[src/rtl/clk_src_pkg.sv]
// Shared types and codes for the clock source controller.
// Assumes mode codes above PM_SLEEP are treated as sleep.
package clk_src_pkg;

    typedef enum logic [2:0] {
        PM_PRI_RUN  = 3'd0,
        PM_PRI_IDLE = 3'd1,
        PM_SEC_RUN  = 3'd2,
        PM_SEC_IDLE = 3'd3,
        PM_INT_RUN  = 3'd4,
        PM_INT_IDLE = 3'd5,
        PM_SLEEP    = 3'd6,
        PM_RSVD     = 3'd7
    } pm_mode_t;

    typedef enum logic [1:0] {
        SEL_PRI = 2'b00,
        SEL_SEC = 2'b01,
        SEL_HF  = 2'b10,
        SEL_LF  = 2'b11
    } clk_sel_t;

    typedef struct packed {
        logic     pri_en;
        logic     sec_en;
        logic     hf_en;
        logic     lf_en;
        logic     pll_on;
        clk_sel_t sel;
        logic     pll_rb;
    } clk_ctl_t;

    localparam clk_ctl_t CTL_RESET = '{
        pri_en: 1'b0, sec_en: 1'b0, hf_en: 1'b0, lf_en: 1'b1,
        pll_on: 1'b0, sel: SEL_LF, pll_rb: 1'b0
    };

endpackage

[src/rtl/clk_src_pll_gate.sv]
// Multiplier qualification. Decides whether the configuration is the
// internal block, whether the multiplier may run, and the masked
// read-back of the software enable bit. Purely combinational.
// Assumes the two internal codes and the two qualifying frequency codes
// are given as parameters.
module clk_src_pll_gate #(
    parameter int             CFG_W      = 4,
    parameter int             FSEL_W     = 3,
    parameter logic [CFG_W-1:0]  CFG_XPLL   = 4'b0110,
    parameter logic [CFG_W-1:0]  CFG_INT_A  = 4'b1000,
    parameter logic [CFG_W-1:0]  CFG_INT_B  = 4'b1001,
    parameter logic [FSEL_W-1:0] FSEL_HI_A  = 3'b110,
    parameter logic [FSEL_W-1:0] FSEL_HI_B  = 3'b111
) (
    input  logic [CFG_W-1:0]  osc_cfg,
    input  logic [FSEL_W-1:0] int_fsel,
    input  logic              pll_sw_en,
    output logic              cfg_internal,
    output logic              pll_req,
    output logic              pll_rb
);

    logic cfg_xpll;
    logic fsel_ok;

    // Decode configuration class and frequency eligibility.
    always_comb begin
        cfg_xpll     = (osc_cfg == CFG_XPLL);
        cfg_internal = (osc_cfg == CFG_INT_A) || (osc_cfg == CFG_INT_B);
        fsel_ok      = (int_fsel == FSEL_HI_A) || (int_fsel == FSEL_HI_B);
    end

    // Software bit only survives where the multiplier is offered to it.
    always_comb begin
        pll_rb  = cfg_internal && fsel_ok && pll_sw_en;
        pll_req = cfg_xpll || pll_rb;
    end

endmodule

[src/rtl/clk_src_route.sv]
// Power-mode router. Turns the mode, the configuration class and the
// independent requests into the next set of enables and the select code.
// Purely combinational; the caller registers the result.
module clk_src_route
    import clk_src_pkg::*;
(
    input  pm_mode_t mode,
    input  logic     cfg_internal,
    input  logic     lf_direct,
    input  logic     pll_req,
    input  logic     pll_rb,
    input  logic     wdt_en,
    input  logic     t1_osc_req,
    output clk_ctl_t nxt
);

    logic pri_mode, sec_mode, int_mode, use_intblk;

    // Classify the mode.
    always_comb begin
        pri_mode   = (mode == PM_PRI_RUN) || (mode == PM_PRI_IDLE);
        sec_mode   = (mode == PM_SEC_RUN) || (mode == PM_SEC_IDLE);
        int_mode   = (mode == PM_INT_RUN) || (mode == PM_INT_IDLE);
        use_intblk = int_mode || (pri_mode && cfg_internal);
    end

    // Build enables and select code for the next cycle.
    always_comb begin
        nxt        = CTL_RESET;
        nxt.pri_en = pri_mode && !cfg_internal;
        nxt.sec_en = sec_mode || t1_osc_req;
        nxt.hf_en  = use_intblk && !lf_direct;
        nxt.lf_en  = wdt_en || (use_intblk && lf_direct);
        nxt.pll_on = pri_mode && pll_req;
        nxt.pll_rb = pll_rb;
        if (sec_mode)
            nxt.sel = SEL_SEC;
        else if (use_intblk)
            nxt.sel = lf_direct ? SEL_LF : SEL_HF;
        else if (pri_mode)
            nxt.sel = SEL_PRI;
        else
            nxt.sel = SEL_LF;
    end

endmodule

[src/rtl/clk_src_ctrl.sv]
// Clock source and multiplier enable controller (top).
// Registers the decisions of the multiplier gate and the mode router.
// Assumes inputs are synchronous to clk; reset is synchronous, active low.
module clk_src_ctrl
    import clk_src_pkg::*;
#(
    parameter int                CFG_W   = 4,
    parameter int                FSEL_W  = 3,
    parameter logic [FSEL_W-1:0] FSEL_LF = 3'b000
) (
    input  logic              clk,
    input  logic              rst_n,
    input  logic [CFG_W-1:0]  osc_cfg,
    input  logic [FSEL_W-1:0] int_fsel,
    input  logic              pll_sw_en,
    input  logic [2:0]        pm_mode,
    input  logic              wdt_en,
    input  logic              t1_osc_req,
    output logic              pri_osc_en,
    output logic              sec_osc_en,
    output logic              hf_osc_en,
    output logic              lf_osc_en,
    output logic              pll_active,
    output logic [1:0]        clk_sel,
    output logic              pll_en_rb
);

    logic     cfg_internal, pll_req, pll_rb, lf_direct;
    clk_ctl_t nxt, cur;

    // Direct low-frequency selection from the frequency code.
    always_comb lf_direct = (int_fsel == FSEL_LF);

    clk_src_pll_gate #(
        .CFG_W (CFG_W),
        .FSEL_W(FSEL_W)
    ) u_gate (
        .osc_cfg     (osc_cfg),
        .int_fsel    (int_fsel),
        .pll_sw_en   (pll_sw_en),
        .cfg_internal(cfg_internal),
        .pll_req     (pll_req),
        .pll_rb      (pll_rb)
    );

    clk_src_route u_route (
        .mode        (pm_mode_t'(pm_mode)),
        .cfg_internal(cfg_internal),
        .lf_direct   (lf_direct),
        .pll_req     (pll_req),
        .pll_rb      (pll_rb),
        .wdt_en      (wdt_en),
        .t1_osc_req  (t1_osc_req),
        .nxt         (nxt)
    );

    // Output register: one cycle from input change to output.
    always_ff @(posedge clk) begin
        if (!rst_n) cur <= CTL_RESET;
        else        cur <= nxt;
    end

    // Drive ports from the register.
    always_comb begin
        pri_osc_en = cur.pri_en;
        sec_osc_en = cur.sec_en;
        hf_osc_en  = cur.hf_en;
        lf_osc_en  = cur.lf_en;
        pll_active = cur.pll_on;
        clk_sel    = cur.sel;
        pll_en_rb  = cur.pll_rb;
    end

    // external multiplier config in a primary mode forces the multiplier on.
    a_r1_xpll_forced: assert property (@(posedge clk) disable iff (!rst_n)
        (osc_cfg == 4'b0110 && pm_mode <= 3'd1) |=>
        (pll_active && pri_osc_en && clk_sel == 2'b00));

    // read-back is masked outside the internal configurations.
    a_r3_rb_masked: assert property (@(posedge clk) disable iff (!rst_n)
        !(osc_cfg == 4'b1000 || osc_cfg == 4'b1001) |=> !pll_en_rb);

    // secondary modes select and enable the secondary oscillator.
    a_r5_sec_mode: assert property (@(posedge clk) disable iff (!rst_n)
        (pm_mode == 3'd2 || pm_mode == 3'd3) |=> (sec_osc_en && clk_sel == 2'b01));

    // the HF oscillator never runs while LF is the selected clock.
    a_r7_hf_off_on_lf: assert property (@(posedge clk) disable iff (!rst_n)
        (int_fsel == FSEL_LF) |=> !hf_osc_en);

    // sleep without requests leaves every oscillator off.
    a_r8_sleep_quiet: assert property (@(posedge clk) disable iff (!rst_n)
        (pm_mode >= 3'd6 && !wdt_en && !t1_osc_req) |=>
        (!pri_osc_en && !sec_osc_en && !hf_osc_en && !lf_osc_en && !pll_active));

    // independent requests keep their sources alive.
    a_r9_requests: assert property (@(posedge clk) disable iff (!rst_n)
        (wdt_en || t1_osc_req) |=> ((lf_osc_en || !$past(wdt_en)) &&
                                     (sec_osc_en || !$past(t1_osc_req))));

endmodule

[config.mk]
export PLATFORM = sky130hd
export DESIGN_NAME = clk_src_ctrl
export DESIGN_NICKNAME = d
export VERILOG_FILES = /design/src/rtl/clk_src_pkg.sv /design/src/rtl/clk_src_pll_gate.sv /design/src/rtl/clk_src_route.sv /design/src/rtl/clk_src_ctrl.sv
export SDC_FILE = /design/constraint.sdc
export NUM_CORES = 1
export LEC_CHECK = 0
export BUFFER_PORTS_ARGS = -buffer_cell sky130_fd_sc_hd__buf_2
export CAP_MARGIN = 10
export CORE_AREA = 2 2 39 41
export CTS_CLUSTER_SIZE = 24
export DETAILED_ROUTE_END_ITERATION = 6
export DIE_AREA = 0 0 41 43
export HOLD_SLACK_MARGIN = 0.05
export SLEW_MARGIN = 30
export SYNTH_ARGS = -nofsm -noshare
export SYNTH_HDL_FRONTEND = slang
export SYNTH_SLANG_ARGS = --single-unit
[constraint.sdc]
create_clock -name clk -period 2.25 [get_ports clk]
set_input_delay 0.45 -clock clk [delete_from_list [all_inputs] [get_ports clk]]
set_output_delay 0.45 -clock clk [all_outputs]
set_load 0.03 [all_outputs]
==> results of run 1 <==
[worst min-delay path: stages]
cell and delay [ns]:
buf_2 0.08, nor2_1 0.03, o21ai_0 0.05
[flip-flops by register name (all words and copies together) (netlist names)]
name and cells:
pll_active 1, lf_osc_en 1, clk_sel 2, pri_osc_en 1, hf_osc_en 1, pll_en_rb 1, sec_osc_en 1
[stage by stage]
step	setup WS, ns	total power [uW]	cell area [um2]	cells	hold WS, ns
after detailed placement	0.979	198	417	65	0.651
after global placement	0.970	198	417	65	0.651
final	1.07	295	439	68	0.402
after floorplan	1.18	176	292	28	0.523
after CTS	1.06	301	439	68	0.397
after global routing	1.03	312	439	68	0.416
[final cells by class]
| class | count | area, um2 | area share, % |
|---|---|---|---|
| Clock buffer | 3 | 22.5 | 5.13 |
| Inverter | 2 | 7.51 | 1.71 |
| Tap cell | 16 | 20.0 | 4.56 |
| Multi-Input combinational cell | 18 | 124 | 28.2 |
| Sequential cell | 8 | 160 | 36.5 |
| Timing Repair Buffer | 21 | 105 | 23.9 |
[metal layers]
layer  vias to the layer above  wire (um)
li1                        145          -
met1                       108        224
met2                        15        249
met3                         2         68
met4                         0         14
met5                         -          0
[worst paths after layout]
kind / from / to / slack (ns)
max: pll_active / pll_active / 1.07
min: wdt_en / lf_osc_en / 0.40
[cell families after synthesis]
kind of cell           count (synthesis)  share of synthesized area (%)
buffers and inverters                  2                           2.58
AOI/OAI and AO/OA                      4                           9.44
and+or+nand+nor                       14                           33.0
DFF                                    8                           54.9
[Yosys cell counts, drive strengths merged]
cell type  instances  area [um2]
a211oi             1        12.5
o21ai              2        10.0
nand3              1        5.00
nor3b              1        18.8
nand4              1        12.5
a21oi              1        5.00
inv                2        7.51
nand4bb            1        11.3
nor3               3        15.0
nand2b             3        18.8
nor2               4        15.0
dfxtp              8         160
[report_power, final]
group	total, uW	switching [uW]	internal [uW]	leakage, uW
Combinational	46.0	27.5	18.4	0.000136
Clock	100	39.8	60.4	0.0000138
Sequential	149	1.01	148	0.0000660
==> results.json, run 1 <==
{
  "outcome": "completed",
  "n_antenna_cell": 0,
  "postCtsSetupRepairBufs": 0,
  "rsz0062_at_grt": "false",
  "grt.overflow.total": 0,
  "crit_slowest_cell": "dfxtp_1",
  "first_pass_iters": 4,
  "period_share_pct": 52.2,
  "ctsLongestPathBuffers": 2,
  "num-nets-final": 69,
  "tightest_slew_ns": 0.242,
  "min_period_ns": 1.18,
  "areaGrowthSynthToFinish_pct": 50.6,
  "ctsHoldBuffers": 0,
  "start_util_pct": 21.1,
  "drive_gt1_share_pct": 51.9,
  "hold_class": "primary input to register",
  "dp_hpwl_um": 476,
  "critPathKind": "register to output port",
  "syn_area_per_cell_um2": 10.4,
  "row_count": 14,
  "yosys_warnings": 0,
  "synth_cell_types": 12,
  "cp-end-kind": "output port",
  "synth.net_count": 43,
  "ir_drop_uv": 198,
  "fmax_ghz": 0.851,
  "drc": 0,
  "seq_area_frac_synth_pct": 54.9,
  "ant_nets": 0,
  "startpoint_type": "register",
  "antenna_found_initial": 0,
  "routed_via_density": 3.97,
  "maxCapViolCount": 0,
  "die-area_um2": 1760,
  "final_common_cell": "buf_2",
  "vias": 270,
  "whs_path_depth": 3,
  "grtUsageTotal_pct": 7.76,
  "core_um2": 1380,
  "hold_violations": 0,
  "critical_path.top_delay_family": "flip-flops",
  "place_congestion": 0.817,
  "use_met3_pct": 3.66,
  "grt_pass1_vias": 242,
  "use_met2_pct": 9.06,
  "routedWlPerCell_um": 8.19,
  "layout_common_cells": "buf_2, dfxtp_1, nor2_1",
  "power_density_nw_per_um2": 672,
  "critPathBufInv": 1,
  "die_w_um": 41,
  "synth_area_um2": 292,
  "synth_seq_cells": 8,
  "crit_fanout": 1,
  "drt_iter0_drc": 3,
  "slew_headroom_pct": 83.8,
  "crit_required_ns": 1.80,
  "tns_ns": 0,
  "grt_max_degree": 6,
  "grt_pass1_wl_um": 869,
  "netlist_instances": 28,
  "cts_made_buffers": 3,
  "cts_max_level": 1,
  "cts_sinks": 8,
  "cellLeakagePower_uw": 0.000216,
  "setup_viol": 0,
  "nFillCells": 150,
  "grt-busiest-layer": "met1",
  "critPathMaxStageDelay_ns": 0.30,
  "portBuffers": 21,
  "cp_cell_sequence": "buf_2",
  "cts_resized": 0,
  "worst-path-stages": 1,
  "dieHeight_um": 43,
  "grt_util_met1_pct": 9.45,
  "clockRootBuffer": "clkbuf_4",
  "arrival_ns": 0.73,
  "ioPinCount": 23,
  "tritoncts": "built",
  "path_clk_slew_ns": 0.05,
  "wirelength_um": 557,
  "slew_viol_final": 0,
  "postLayoutCoreUtil_pct": 31.7
}
Power figures use the tool's default switching activity.
==> run 2: changes to the inputs <==
Settings changed: ABC_AREA set to 1.
Clock period 2.25 ns to 1.15 ns, I/O delays scaled along.
==> run 2 against run 1 <==
Against the previous run:
- critical path depth is the same
- non-clock buffer count unchanged
- cell count increased by 22%
- routed wire length rose by 4.8%
- power increased by 100%
- critical path type unchanged
- critical endpoint is now clk_sel[1]
- largest cell class unchanged
==> results.json, run 2 <==
{
  "outcome": "completed",
  "stdcell_count": 83,
  "placedInstanceArea_um2": 440,
  "fmax_ghz": 1.04,
  "synth_area_um2": 315,
  "cellLeakagePower_uw": 0.000258,
  "die_w_um": 41,
  "period_share_pct": 83.6,
  "row_count": 14,
  "critPathMaxStageDelay_ns": 0.30,
  "synth_edf_count": 0,
  "ant_nets": 0,
  "synthArstFlopShare_pct": 0,
  "placed_cells": 80,
  "cp-end-kind": "output port",
  "synth_seq_cells": 8,
  "vias": 317,
  "startpoint_type": "register",
  "synthFlopType": "dfxtp_1",
  "maxCapViolCount": 0,
  "antenna_found_initial": 0,
  "p_int_uw": 444,
  "layout_common_cells": "buf_2, nand2_1, nor2_1, dfxtp_1, inv_1",
  "path_clk_slew_ns": 0.05,
  "drt_iter0_drc": 3,
  "critical_path.top_delay_family": "flip-flops",
  "grtUsageTotal_pct": 7.96,
  "cts_resized": 0,
  "ctsHoldBuffers": 0,
  "seq_area_frac_synth_pct": 50.8,
  "pwr-share-seq_pct": 49.3,
  "drc": 0,
  "arrival_ns": 0.73,
  "power_density_nw_per_um2": 1280,
  "grt_max_degree": 6,
  "grt_pass1_vias": 265,
  "tns_ns": 0,
  "die-area_um2": 1760,
  "place_congestion": 0.732,
  "netlist_instances": 43,
  "synth_most_common_cell": "nand2_1",
  "dp_hpwl_um": 516,
  "grt_pass1_wl_um": 910,
  "largest_reg_flops": 2,
  "wirelength_um": 584,
  "portBuffers": 21,
  "grt.overflow.total": 0,
  "slew_headroom_pct": 89.7,
  "crit_required_ns": 0.92,
  "synthTopCellsByCount": "nand2_1, dfxtp_1, nor2_1, inv_1, nand3_1",
  "core_um2": 1380,
  "final_common_cell": "buf_2",
  "postCtsSetupRepairBufs": 0,
  "ir_drop_uv": 263,
  "rsz0062_at_grt": "false",
  "slew_viol_final": 0,
  "tritoncts": "built",
  "setup_viol": 0,
  "pwr-share-comb_pct": 16.4,
  "drive_gt1_share_pct": 44.8,
  "syn_area_per_cell_um2": 7.33,
  "netlist_top_cells_area": "dfxtp_1, nand2_1, nor2_1",
  "start_util_pct": 22.8,
  "holdWs_ns": 0.175,
  "crit_slowest_cell": "dfxtp_1",
  "cts_max_level": 1,
  "tightest_slew_ns": 0.156,
  "hold_class": "primary input to register",
  "cts_sinks": 8,
  "synth_cell_types": 11,
  "first_pass_iters": 3,
  "crit_fanout": 1,
  "sw_frac_of_total_pct": 24.8,
  "routedWlPerCell_um": 7.04,
  "dieHeight_um": 43,
  "synth_top_area_cell": "dfxtp_1",
  "yosys_warnings": 0,
  "clockRootBuffer": "clkbuf_4",
  "ioPinCount": 23,
  "ctsLongestPathBuffers": 2,
  "critPathKind": "register to output port",
  "cp_cell_sequence": "buf_2",
  "clockPowerShare_pct": 34.3,
  "yosys.area.top_type_share_pct": 50.8,
  "nFillCells": 160,
  "min_period_ns": 0.962,
  "final_cell_area_um2": 463,
  "hold_violations": 0,
  "routed_via_density": 3.82,
  "netSwitchingPower_uw": 147,
  "n_antenna_cell": 0,
  "cts_made_buffers": 3,
  "num-nets-final": 84,
  "areaGrowthSynthToFinish_pct": 46.8,
  "synth.net_count": 58,
  "critPathBufInv": 1
}
==> run 2: layer usage <==
| layer | GRT usage [%] | vias up | wire length [um] | share of wire (%) |
|---|---|---|---|---|
| met1 | 7.47 | 126 | 215 | 37 |
| met4 | 10.0 | 0 | 14 | 2.4 |
| met2 | 12.8 | 12 | 311 | 53 |
| met3 | 0 | 2 | 43 | 7.4 |
| li1 | - | 177 | - | - |
| met5 | 0 | - | 0 | 0 |
==> run 2: path summary, 6_finish.rpt <==
check	start	end	slack (ns)	cells past startpoint
setup / recovery	clk_sel[1]	clk_sel[1]	0.19	1
hold / removal	wdt_en	lf_osc_en	0.18	3
==> run 2: area by class of cell <==
class / instances / area, um2 / share of cell area, %
inverter: 8 / 30.0 / 6.49
clock buffer: 3 / 22.5 / 4.86
multi-input combinational: 27 / 125 / 27.0
tap: 16 / 20.0 / 4.32
sequential: 8 / 160 / 34.6
timing repair buffer: 21 / 105 / 22.7
==> run 2: per-stage QoR <==
| stage | total power (uW) | setup WS (ns) | util (%) |
|---|---|---|---|
| after floorplan | 354 | 0.461 | - |
| after global placement | 393 | 0.362 | 31.8 |
| after detailed placement | 395 | 0.329 | 31.8 |
| after CTS | 606 | 0.171 | 33.5 |
| after global routing | 619 | 0.155 | 33.5 |
| final | 591 | 0.188 | 33.5 |
==> run 2: cell families after synthesis <==
logic type / Yosys count / share of synthesized area (%)
AO/OA/AOI/OAI: 3 / 5.95
buffers and inverters: 8 / 9.52
AND/OR/NAND/NOR: 24 / 33.7
flip-flops: 8 / 50.8
==> run 2: power by group through the flow <==
stage | Combinational [uW] | Sequential (uW) | Clock, uW
final | 97.0 | 291 | 203
after global routing | 109 | 292 | 219
after CTS | 98.4 | 291 | 217
after detailed placement | 98.4 | 297 | 0
after global placement | 96.5 | 297 | 0
after floorplan | 32.1 | 322 | 0
==> run 3: changes to the inputs <==
Settings changed: ABC_AREA 1 to 0.
Clock period 1.15 ns to 0.81 ns, I/O delays scaled along.
==> run 3 against run 2 <==
Against the previous run:
- the run now ends with setup timing left
- setup slack lost 0.23 ns
- flip-flop and latch count stayed put
- cell count decreased by 12%
- combinational power increased by 69%
- critical path depth is the same
==> results.json, run 3 (synthesized netlist as in run 1, its figures left out) <==
{
  "outcome": "finished with violations",
  "violations": "setup timing",
  "grtUsageTotal_pct": 7.97,
  "portBuffers": 21,
  "ioPinCount": 23,
  "hold_violations": 0,
  "netSwitchingPower_uw": 207,
  "layout_common_cells": "buf_2, dfxtp_2, buf_6",
  "critPathBufInv": 1,
  "clockPowerShare_pct": 33.0,
  "core_um2": 1380,
  "holdWs_ns": 0.107,
  "worstSetupStartpoint": "clk_sel[1]",
  "areaGrowthSynthToFinish_pct": 84.1,
  "row_count": 14,
  "critPathKind": "register to output port",
  "vias": 290,
  "ir_drop_uv": 435,
  "n_antenna_cell": 0,
  "finalPower_uw": 873,
  "min_from": "wdt_en",
  "min_period_ns": 0.852,
  "power_density_nw_per_um2": 1630,
  "place_congestion": 0.774,
  "tritoncts": "built",
  "grt.overflow.total": 0,
  "crit_required_ns": 0.65,
  "critPathMaxStageDelay_ns": 0.32,
  "pwr-share-seq_pct": 48.2,
  "grt_max_degree": 5,
  "cts_max_level": 1,
  "ant_nets": 0,
  "slew_viol_final": 0,
  "first_pass_iters": 3,
  "p_int_uw": 667,
  "num-nets-final": 74,
  "pwr-share-comb_pct": 18.8,
  "postCtsSetupRepairBufs": 0,
  "crit_fanout": 1,
  "tightest_slew_ns": 0.225,
  "setup_viol": 8,
  "rsz0062_at_grt": "true",
  "routed_via_density": 3.97,
  "period_share_pct": 105,
  "ctsHoldBuffers": 0,
  "cp_cell_sequence": "buf_6",
  "path_clk_slew_ns": 0.05,
  "start_util_pct": 21.1,
  "hold_class": "primary input to register",
  "postLayoutCoreUtil_pct": 38.8,
  "arrival_ns": 0.69,
  "setup_slack_ns": -0.0418,
  "sw_frac_of_total_pct": 23.7,
  "cp-end-kind": "output port",
  "tns_ns": -0.277,
  "crit_slowest_cell": "dfxtp_2",
  "routedWlPerCell_um": 8.70,
  "dieHeight_um": 43,
  "cts_resized": 24,
  "ctsLongestPathBuffers": 2,
  "die-area_um2": 1760,
  "wirelength_um": 635,
  "antenna_found_initial": 0,
  "dp_hpwl_um": 502,
  "grt_pass1_vias": 264,
  "grt_pass1_wl_um": 869,
  "cts_sinks": 8,
  "cellLeakagePower_uw": 0.000255,
  "drc": 0,
  "clockRootBuffer": "clkbuf_4",
  "drive_gt1_share_pct": 70.2,
  "slew_headroom_pct": 84.8,
  "maxCapViolCount": 0,
  "critical_path.top_delay_family": "flip-flops",
  "drt_iter0_drc": 3,
  "final_common_cell": "buf_2",
  "die_w_um": 41,
  "fmax_ghz": 1.17,
  "cts_made_buffers": 3,
  "startpoint_type": "register",
  "largest_reg_flops": 2
}
-- run 3: changes by cell type in the layout (fill, tap and decap cells not counted), moves of 2 or more --
cell	delta
buf_2	-8
nor3_1	+3
dfxtp_1	-8
o21ai_0	+2
inv_2	-2
nand3_1	-2
buf_6	+8
inv_1	-4
nand2_1	-10
buf_4	+5
nor2_1	-4
dfxtp_2	+8
nand2b_1	+3
-- run 3: final timing paths --
kind                  slack (ns)  depth (start not counted)         end
worst min-delay path        0.11                          3   lf_osc_en
worst max-delay path       -0.04                          1  clk_sel[1]
-- run 3: area by class of cell --
class	instances	area (um2)
fill	144	847
timing repair buffer	26	193
sequential	8	170
multi-input combinational	18	124
clock buffer	3	22.5
tap	16	20.0
inverter	2	7.51
-- run 3: power by group through the flow --
stage / Sequential [uW] / Combinational (uW) / Clock (uW)
global route: 422 / 176 / 313
CTS: 421 / 165 / 302
detailed placement: 422 / 145 / 0
floorplan: 457 / 31.2 / 0
finish: 421 / 164 / 288
global placement: 422 / 143 / 0
-- run 3: routing by layer --
metal | track usage [%] | share of wire (%) | up-vias
met2 | 11.3 | 51 | 15
met5 | 0 | 0 | -
met4 | 12.0 | 0 | 0
met3 | 0 | 8.2 | 0
met1 | 8.17 | 40 | 119
li1 | - | - | 156
-- run 3: per-stage QoR --
step | area [um2] | instances | setup WS, ns
2_1_floorplan | 292 | 28 | 0.0232
4_1_cts | 537 | 73 | -0.0464
3_3_place_gp | 454 | 70 | -0.141
3_5_place_dp | 454 | 70 | -0.150
6_report | 537 | 73 | -0.0418
5_1_grt | 537 | 73 | -0.0566
